<file path="src/rtl/nmi_arb_pkg.sv">
package nmi_arb_pkg;
  localparam int NUM_SRC = 3;
  localparam int SRC_W   = 2;

  typedef enum logic [SRC_W-1:0] {
    SRC_N0 = 2'd0,
    SRC_N1 = 2'd1,
    SRC_N2 = 2'd2
  } src_e;
endpackage

</file>
<file path="src/rtl/nmi_edge_det.sv">
module nmi_edge_det #(
  parameter int STAGES = 2
) (
  input  logic clk_i,
  input  logic rst_ni,
  input  logic pin_i,
  output logic rise_o
);
  logic [STAGES-1:0] sync_q;
  logic              last_q;

  always_ff @(posedge clk_i or negedge rst_ni) begin
    if (!rst_ni) begin
      sync_q <= '0;
      last_q <= 1'b0;
    end else begin
      sync_q <= {sync_q[STAGES-2:0], pin_i};
      last_q <= sync_q[STAGES-1];
    end
  end

  assign rise_o = sync_q[STAGES-1] & ~last_q;


  single_pulse_chk: assert property (@(posedge clk_i) disable iff (!rst_ni)
    rise_o |=> !rise_o);
endmodule

</file>
<file path="src/rtl/nmi_arb_core.sv">
module nmi_arb_core import nmi_arb_pkg::*; (
  input  logic               clk_i,
  input  logic               rst_ni,
  input  logic [NUM_SRC-1:0] rise_i,
  input  logic               np_i,
  input  logic               ack_i,
  input  logic               ret_i,
  output logic               req_o,
  output logic [SRC_W-1:0]   req_src_o,
  output logic               save_we_o,
  output logic               svc_valid_o,
  output logic [SRC_W-1:0]   svc_src_o
);
  logic [NUM_SRC-1:0] pend_q, sel_edge, new_pend, elig, clr;
  logic               svc_valid_q, lockout, take;
  src_e               svc_src_q, req_src;

  assign lockout = svc_valid_q && (svc_src_q != SRC_N0);

  // lower simultaneous edges are discarded
  always_comb begin
    if (rise_i[2])      sel_edge = 3'b100;
    else if (rise_i[1]) sel_edge = 3'b010;
    else if (rise_i[0]) sel_edge = 3'b001;
    else                sel_edge = 3'b000;
  end

  assign new_pend = lockout ? '0 : sel_edge;

  always_comb begin
    if (!svc_valid_q)              elig = pend_q;
    else if (svc_src_q == SRC_N0)  elig = {pend_q[2], pend_q[1] & ~np_i, 1'b0};
    else                           elig = '0;
  end

  always_comb begin
    if (elig[2])      req_src = SRC_N2;
    else if (elig[1]) req_src = SRC_N1;
    else              req_src = SRC_N0;
  end

  assign req_o = |elig;
  assign take  = req_o & ack_i;

  always_comb begin
    clr = '0;
    if (take) clr[req_src] = 1'b1;
  end

  always_ff @(posedge clk_i or negedge rst_ni) begin
    if (!rst_ni) begin
      pend_q      <= '0;
      svc_valid_q <= 1'b0;
      svc_src_q   <= SRC_N0;
    end else begin
      pend_q <= (pend_q & ~clr) | new_pend;
      if (take) begin
        svc_valid_q <= 1'b1;
        svc_src_q   <= req_src;
      end else if (ret_i) begin
        svc_valid_q <= 1'b0;
      end
    end
  end

  assign req_src_o   = req_src;
  assign save_we_o   = take;
  assign svc_valid_o = svc_valid_q;
  assign svc_src_o   = svc_src_q;


  grant_chk: assert property (@(posedge clk_i) disable iff (!rst_ni)
    (req_o && ack_i) |=> (svc_valid_o && svc_src_o == $past(req_src_o)));

  lockout_chk: assert property (@(posedge clk_i) disable iff (!rst_ni)
    (svc_valid_q && svc_src_q != SRC_N0) |-> !req_o);

  n0_nest_chk: assert property (@(posedge clk_i) disable iff (!rst_ni)
    (svc_valid_q && svc_src_q == SRC_N0 && req_o) |-> (req_src_o != 2'd0));

  n1_hold_chk: assert property (@(posedge clk_i) disable iff (!rst_ni)
    (svc_valid_q && svc_src_q == SRC_N0 && np_i && !pend_q[2]) |-> !req_o);

  ret_chk: assert property (@(posedge clk_i) disable iff (!rst_ni)
    (ret_i && !(req_o && ack_i)) |=> !svc_valid_o);
endmodule

</file>
<file path="src/rtl/nmi_arbiter.sv">
module nmi_arbiter import nmi_arb_pkg::*; #(
  parameter int SYNC_STAGES = 2
) (
  input  logic               clk_i,
  input  logic               rst_ni,
  input  logic [NUM_SRC-1:0] nmi_i,
  input  logic               np_i,
  input  logic               ack_i,
  input  logic               ret_i,
  output logic               req_o,
  output logic [SRC_W-1:0]   req_src_o,
  output logic               save_we_o,
  output logic               svc_valid_o,
  output logic [SRC_W-1:0]   svc_src_o
);
  logic [NUM_SRC-1:0] rise;

  for (genvar g = 0; g < NUM_SRC; g++) begin : g_pin
    nmi_edge_det #(.STAGES(SYNC_STAGES)) edge_i (
      .clk_i  (clk_i),
      .rst_ni (rst_ni),
      .pin_i  (nmi_i[g]),
      .rise_o (rise[g])
    );
  end

  nmi_arb_core core_i (
    .clk_i       (clk_i),
    .rst_ni      (rst_ni),
    .rise_i      (rise),
    .np_i        (np_i),
    .ack_i       (ack_i),
    .ret_i       (ret_i),
    .req_o       (req_o),
    .req_src_o   (req_src_o),
    .save_we_o   (save_we_o),
    .svc_valid_o (svc_valid_o),
    .svc_src_o   (svc_src_o)
  );
endmodule

</file>
<file path="config.mk">
export PLATFORM = sky130hd
export DESIGN_NAME = nmi_arbiter
export DESIGN_NICKNAME = d
export VERILOG_FILES = /design/src/rtl/nmi_arb_pkg.sv /design/src/rtl/nmi_edge_det.sv /design/src/rtl/nmi_arb_core.sv /design/src/rtl/nmi_arbiter.sv
export SDC_FILE = /design/constraint.sdc
export NUM_CORES = 1
export LEC_CHECK = 0
export BUFFER_PORTS_ARGS = -buffer_cell sky130_fd_sc_hd__buf_2
export CAP_MARGIN = 10
export CORE_AREA = 2 2 39 41
export CTS_CLUSTER_DIAMETER = 100
export DETAILED_ROUTE_END_ITERATION = 8
export DIE_AREA = 0 0 41 43
export PLACE_DENSITY = 0.69
export SYNTH_ARGS = -nofsm -noshare
export SYNTH_HDL_FRONTEND = slang
export SYNTH_HIERARCHICAL = 1
export SYNTH_SLANG_ARGS = --single-unit
</file>
<file path="constraint.sdc">
create_clock -name clk_i -period 1.2 [get_ports clk_i]
set_input_delay 0.12 -clock clk_i [delete_from_list [all_inputs] [get_ports clk_i]]
set_output_delay 0.12 -clock clk_i [all_outputs]
set_load 0.005 [all_outputs]
</file>
==> summary.txt, run 1 <==
Yosys
  – Synth warn: 6
  – Synth Cell Area: 600.6 um^2
  – Netlist cell types: 21
  – Synth area leader: dfrtp_1
  – Largest cells by area after synthesis: dfrtp_1 63%, nor2b_4 6.9%, nand3b_1 2.5%
  – Post-synthesis area per instance: 13.06 um^2
  – Syn nets: 54
  – Post-synth top area share: 0.6250
  – #FFs+latches synth: 15
  – Sequential share of the synthesized area: 0.6250
  – Cells after synthesis: 46

Global routing
  – Gr usage total: 0.1477
  – Initial antenna violation count: 0
  – First-pass GRT wire length: 1697 um
  – Vias in the first global route: 424
  – Largest net degree at the start of global routing: 16
  – Gr ovfl total: 0

STA
  – RSZ-0062 raised after global routing: true
  – Total negative slack: -0.9956 ns
  – Fin Hold WS: 0.02723 ns
  – Rel. slew slack: 0.7811
  – Post-layout min period: 1.522 ns
  – FMAX: 0.6570 GHz
  – Fin. Hold Viols: 0
  – Slew @ Worst Pin: 0.3283 ns
  – Period utilization: 1.268
  – Max-slew violations: 0
  – Final setup viols: 5
  – Setup Skew: 0.001775 ns
  – Post-route setup slack: -0.3220 ns

Layout
  – Nets: 83
  – ANT cells: 0
  – P&R area growth vs syn: 39.17%
  – Layout cell share with drive strength beyond 1: 0.4865
  – Post-Layout Cell Count: 90
  – Layout Utilization: 0.6040

Clock tree
  – Max H-tree Level: 1
  – Clock transition at path regs: 0.08 ns
  – Later-pin clock latency in the skew report: 0.27 ns
  – Clock Sinks: 15
  – CTS tree: built
  – CTS Buf Count: 3
  – Root buf cell: clkbuf_4
  – Max clock buf depth: 2

Placement
  – Placed Cells incl. Taps: 78
  – Post-DP HPWL: 735.2 um
  – Number of port buffers: 14
  – Setup WS pre-CTS: 0.02052 ns
  – GP Congestion: 0.6812

Hold path
  – Hold crit path type: primary input to register
  – Hold wc startpoint: ret_i

Critical path
  – Crit path launch type: register
  – CP endpoint kind: output pin
  – Worst Path Arrival: 1.40 ns
  – Setup crit start: core_i/svc_src_o[1]
  – Worst setup path end: req_src_o[0]
  – R2R depth: 4
  – R2R setup slack: -0.09 ns
  – Reg2Reg Launch Point: core_i/svc_src_o[1]
  – Crit-path max FO: 5
  – End of the worst register-to-register path: core_i/svc_src_o[0]
  – Critical path class: register to output pin
  – Worst EP required: 1.08 ns

Status
  – Failing checks: setup timing
  – Status: finished, violations left

Route
  – DRT iter0 DRCs: 6
  – Vias after detailed routing: 451
  – Routed WL per cell: 12.90 um
  – Count of antenna-violating nets left after detailed routing: 0
  – DRT Pass-1 Iters: 4
  – Overall routed net length: 1161 um
  – DR vias/cell: 5.011
  – DRC errors left: 0

Die
  – Die width: 41 um
  – # IOs: 15
  – # rows: 14
  – Core area: 0.001384 mm^2
  – Full die area: 0.001763 mm^2
  – Die H: 43 um
  – Initial Utilization: 0.4340

Power and ir drop
  – P_leak: 0.0003960 uW
  – Max IR drop VDD: 1.141 mV
  – PwrDens: 2243 mW/mm^2

Run
  – Max-cap violations: 0
[flip-flops by register name, summed over array words and instances (netlist names)]
name / count
core_i/pend_q: 3
core_i/svc_src_o: 2
core_i/svc_valid_o: 1
g_pin.edge_i/last_q: 3
g_pin.edge_i/sync_q: 6
[how the worst min path moves through the flow]
stage | endpoint | slack, ns | cells past startpoint
after floorplan | core_i/pend_q[0] | -0.18 | 0
after global placement | core_i/svc_src_o[0] | 0.04 | 1
after detailed placement | core_i/svc_src_o[0] | 0.04 | 1
after CTS | core_i/svc_valid_o | 0.02 | 2
after global routing | core_i/svc_valid_o | 0.01 | 2
final | core_i/svc_valid_o | 0.03 | 2
[critical path: stages (launching register included)]
cell and delay (ns):
dfrtp_2 0.45, o31a_1 0.32, nor3b_2 0.22, buf_2 0.14
[through the flow]
| step | area, um^2 | power [uW] |
|---|---|---|
| floorplan | 600.6 | 1107 |
| global placement | 705.7 | 1374 |
| detailed placement | 705.7 | 1382 |
| CTS | 778.2 | 1697 |
| global route | 835.8 | 2026 |
| finish | 835.8 | 1875 |
[repair_timing]
action	CTS	global route
setup buffers	0	4
hold buffers	4	0
hold endpoints to repair	18	0
pin swaps	0	4
gates resized for setup	1	8
endpoints found under the setup margin	4	6
[synthesized netlist by cell type]
cell      number
dfrtp_1       15
nand2_1        3
nor2_1         3
nor2b_4        3
inv_1          2
nand3b_1       2
o211ai_1       2
o21ai_0        2
o22ai_1        2
a21bo_2        1
a21boi_0       1
a22o_1         1
a22o_2         1
a32o_1         1
and2_1         1
nand2b_1       1
nor2b_1        1
nor3b_2        1
o21ai_2        1
o31a_1         1
or2_1          1
[cells in the final DEF, fill, tap and decap left out, types with 2 or more instances in the layout]
cell	count
buf_2	14
buf_4	5
clkbuf_4	3
dfrtp_1	12
dfrtp_2	3
dlygate4sd3_1	4
inv_1	2
nand2_1	2
nand3b_1	2
nor2_1	3
nor2b_4	3
o211ai_1	2
o21ai_0	2
[cell type report]
cell class / instances / area, um^2
multi-input cells: 29 / 244.0
inverters: 2 / 7.507
well taps: 16 / 20.02
flip-flops and latches: 15 / 379.1
repair buffers: 24 / 158.9
fillers: 117 / 548.0
clock buffers: 4 / 26.28
[metal layers]
layer,share of wire,global-route usage
met2,0.52,0.2406
met5,0,0
met4,0,0.06000
met1,0.43,0.1696
met3,0.050,0.04712
[cells by family (layout without fill, tap and decap cells)]
| family | Yosys count | count (layout) | synth area share |
|---|---|---|---|
| AND/OR/NAND/NOR | 16 | 16 | 0.1938 |
| buffers and inverters | 2 | 30 | 0.01250 |
| AO/OA/AOI/OAI | 13 | 13 | 0.1688 |
| flip-flops | 15 | 15 | 0.6250 |
[report_power, final]
group | total [uW] | switching, uW | internal [uW]
combinational | 835 | 349 | 486
sequential | 763 | 135 | 628
clock | 276 | 148 | 129
total | 1870 | 632 | 1240
Power figures use the tool's default switching activity.
==> run 2: changes to the inputs <==
- CORE_AREA: 2 2 39 41 -> not set
- CORE_MARGIN: not set -> 2
- CORE_UTILIZATION: not set -> 45
- DIE_AREA: 0 0 41 43 -> not set
- SLEW_MARGIN: not set -> 20
==> run 2 against run 1 <==
The flow still finishes with violations (setup timing). Count of clock-buffer cells in the layout unchanged. Cell area grew 4.5%. Die area down 6.8%. Worst setup slack improved by 0.022 ns. Largest power group unchanged.
==> summary.txt, run 2 (synthesis gave the netlist of run 1 again) <==
Critical path
  – End of the worst register-to-register path: core_i/svc_src_o[0] (unchanged)
  – Crit path launch type: register (unchanged)
  – R2R setup slack: -0.06 ns (was -0.09 ns)
  – CP endpoint kind: output pin (unchanged)
  – Slowest CP cell: dfrtp_1 (was dfrtp_2)
  – Worst EP required: 1.08 ns (about the same)
  – Worst Path Arrival: 1.38 ns (was 1.40 ns)
  – Crit-path cells: o31a_1 -> nor3b_2 -> buf_2 (unchanged)
  – Reg2Reg Launch Point: core_i/svc_src_o[1] (unchanged)
  – Slowest stage delay, CP: 0.41 ns (was 0.45 ns)
  – Critical path class: register to output pin (unchanged)
  – R2R depth: 4 (unchanged)
  – Crit-path max FO: 4 (was 5)

Route
  – DRC errors left: 0 (unchanged)
  – DR vias/cell: 5.053 (was 5.011)
  – Vias after detailed routing: 475 (was 451)
  – Routed WL per cell: 14.62 um (was 12.90 um)
  – DRT Pass-1 Iters: 4 (unchanged)
  – DRT iter0 DRCs: 5 (was 6)
  – Count of antenna-violating nets left after detailed routing: 0 (unchanged)
  – Overall routed net length: 1374 um (was 1161 um)

Clock tree
  – Root buf cell: clkbuf_4 (unchanged)
  – Max clock buf depth: 2 (unchanged)
  – CTS Buf Count: 3 (unchanged)
  – Later-pin clock latency in the skew report: 0.27 ns (about the same)
  – CTS tree: built (unchanged)
  – Clock transition at path regs: 0.08 ns (about the same)
  – Clock Sinks: 15 (unchanged)
  – Max H-tree Level: 1 (unchanged)

Power and ir drop
  – P_leak: 0.0004253 uW (was 0.0003960 uW)
  – PwrDens: 2322 mW/mm^2 (was 2243 mW/mm^2)
  – Max IR drop VDD: 1.191 mV (was 1.141 mV)

Hold path
  – Worst hold path cell count: 2 (unchanged)
  – WHS Endpoint: core_i/svc_valid_o (unchanged)
  – Hold wc startpoint: ret_i (unchanged)
  – Hold crit path type: primary input to register (unchanged)

Layout
  – Layout fillers: 96 (was 117)
  – P&R area growth vs syn: 45.42% (was 39.17%)
  – Nets: 88 (was 83)
  – Most frequent cells in the layout: 14 x dfrtp_1, 14 x buf_2, 8 x buf_4 (was 14 x buf_2, 12 x dfrtp_1, 5 x buf_4)
  – Layout cell share with drive strength beyond 1: 0.4937 (was 0.4865)
  – Top reg by flops: g_pin.edge_i/sync_q (unchanged)
  – Design area: 873.3 um^2 (was 835.8 um^2)
  – Max reg flops: 6 (unchanged)
  – Largest regs: g_pin.edge_i/sync_q (6), core_i/pend_q (3), g_pin.edge_i/last_q (3) (unchanged)
  – ANT cells: 0 (unchanged)

Die
  – # rows: 13 (was 14)
  – Die width: 40.53 um (was 41 um)
  – Full die area: 0.001643 mm^2 (was 0.001763 mm^2)
  – Core area: 0.001269 mm^2 (was 0.001384 mm^2)
  – Initial Utilization: 0.4734 (was 0.4340)
  – Die H: 40.53 um (was 43 um)
  – # IOs: 15 (unchanged)

Global routing
  – First-pass GRT wire length: 1994 um (was 1697 um)
  – Initial antenna violation count: 0 (unchanged)
  – Largest net degree at the start of global routing: 16 (unchanged)
  – Gr usage total: 0.1946 (was 0.1477)
  – Vias in the first global route: 476 (was 424)
  – Gr ovfl total: 0 (unchanged)

Run
  – Max-cap violations: 0 (unchanged)

STA
  – Rel. slew slack: 0.7800 (was 0.7811)
  – Setup Skew: 0.002094 ns (was 0.001775 ns)
  – Post-route setup slack: -0.3002 ns (was -0.3220 ns)
  – Final setup viols: 6 (was 5)
  – Post-layout min period: 1.500 ns (was 1.522 ns)
  – Total negative slack: -0.8883 ns (was -0.9956 ns)
  – Fin. Hold Viols: 0 (unchanged)
  – RSZ-0062 raised after global routing: true (unchanged)
  – FMAX: 0.6666 GHz (was 0.6570 GHz)
  – Max-slew violations: 0 (unchanged)
  – Slew @ Worst Pin: 0.3299 ns (was 0.3283 ns)
  – Period utilization: 1.250 (was 1.268)

Placement
  – Post-DP HPWL: 781.4 um (was 735.2 um)
  – Number of port buffers: 14 (unchanged)
  – Area after DPL: 719.4 um^2 (was 705.7 um^2)
  – GP Congestion: 0.6954 (was 0.6812)

Status
  – Failing checks: setup timing (unchanged)
  – Status: finished, violations left (unchanged)
[run 2: per-stage QoR]
step	util	power, uW	worst slack (ns)	instances	hold slack, ns
global route	0.6884	2145	-0.3495	94	0.03227
detailed placement	0.5671	1432	0.02512	79	0.04095
global placement	0.5671	1429	0.03229	79	0.04164
finish	0.6884	2028	-0.3002	94	0.04614
CTS	0.6677	1912	-0.2600	93	0.03845
floorplan	-	1107	0.06153	46	-0.1756
[run 2: how the worst max path moves through the flow]
stage                     cells after the start                start             endpoint  slack [ns]
final                                         3  core_i/svc_src_o[1]         req_src_o[0]       -0.30
after global routing                          3  core_i/svc_src_o[1]         req_src_o[0]       -0.35
after CTS                                     3  core_i/svc_src_o[1]         req_src_o[0]       -0.26
after detailed placement                      3  core_i/svc_src_o[1]         req_src_o[0]        0.03
after global placement                        3  core_i/svc_src_o[1]         req_src_o[0]        0.03
after floorplan                               3  core_i/svc_src_o[1]  core_i/svc_src_o[0]        0.06
[run 2: repair_timing]
action,CTS,global route
endpoints found under the hold margin,18,0
gates resized for setup,4,4
pin swaps,4,5
setup buffers,6,2
hold buffers,4,0
setup endpoints to repair,4,8
[run 2: worst max-delay path: cells and delay by family, from the launching register on]
family / cells / cell delay [ns]
DFF: 1 / 0.41
buffers and inverters: 1 / 0.15
and+or+nand+nor: 1 / 0.22
AOI/OAI and AO/OA: 1 / 0.32
[run 2: layer usage]
metal  global-route usage  share of wire  vias to the layer above
met5                    0              0                        -
met4              0.07500              0                        0
met3              0.05000          0.043                        0
li1                     -              -                      230
met1               0.1986           0.43                      230
met2               0.3690           0.53                       15
[run 2: final cells by class]
cell class,count,area [um^2],share of cell area
inverter,2,7.507,0.008596
multi-input combinational,29,240.2,0.2751
tap,15,18.77,0.02149
sequential,15,376.6,0.4312
timing repair buffer,29,203.9,0.2335
clock buffer,4,26.28,0.03009
[run 2: report_power, final]
| group | internal [uW] | switching, uW | total (uW) |
|---|---|---|---|
| registers | 622 | 116 | 738 |
| logic | 585 | 428 | 1010 |
| clock network | 129 | 147 | 275 |
| total | 1340 | 692 | 2030 |
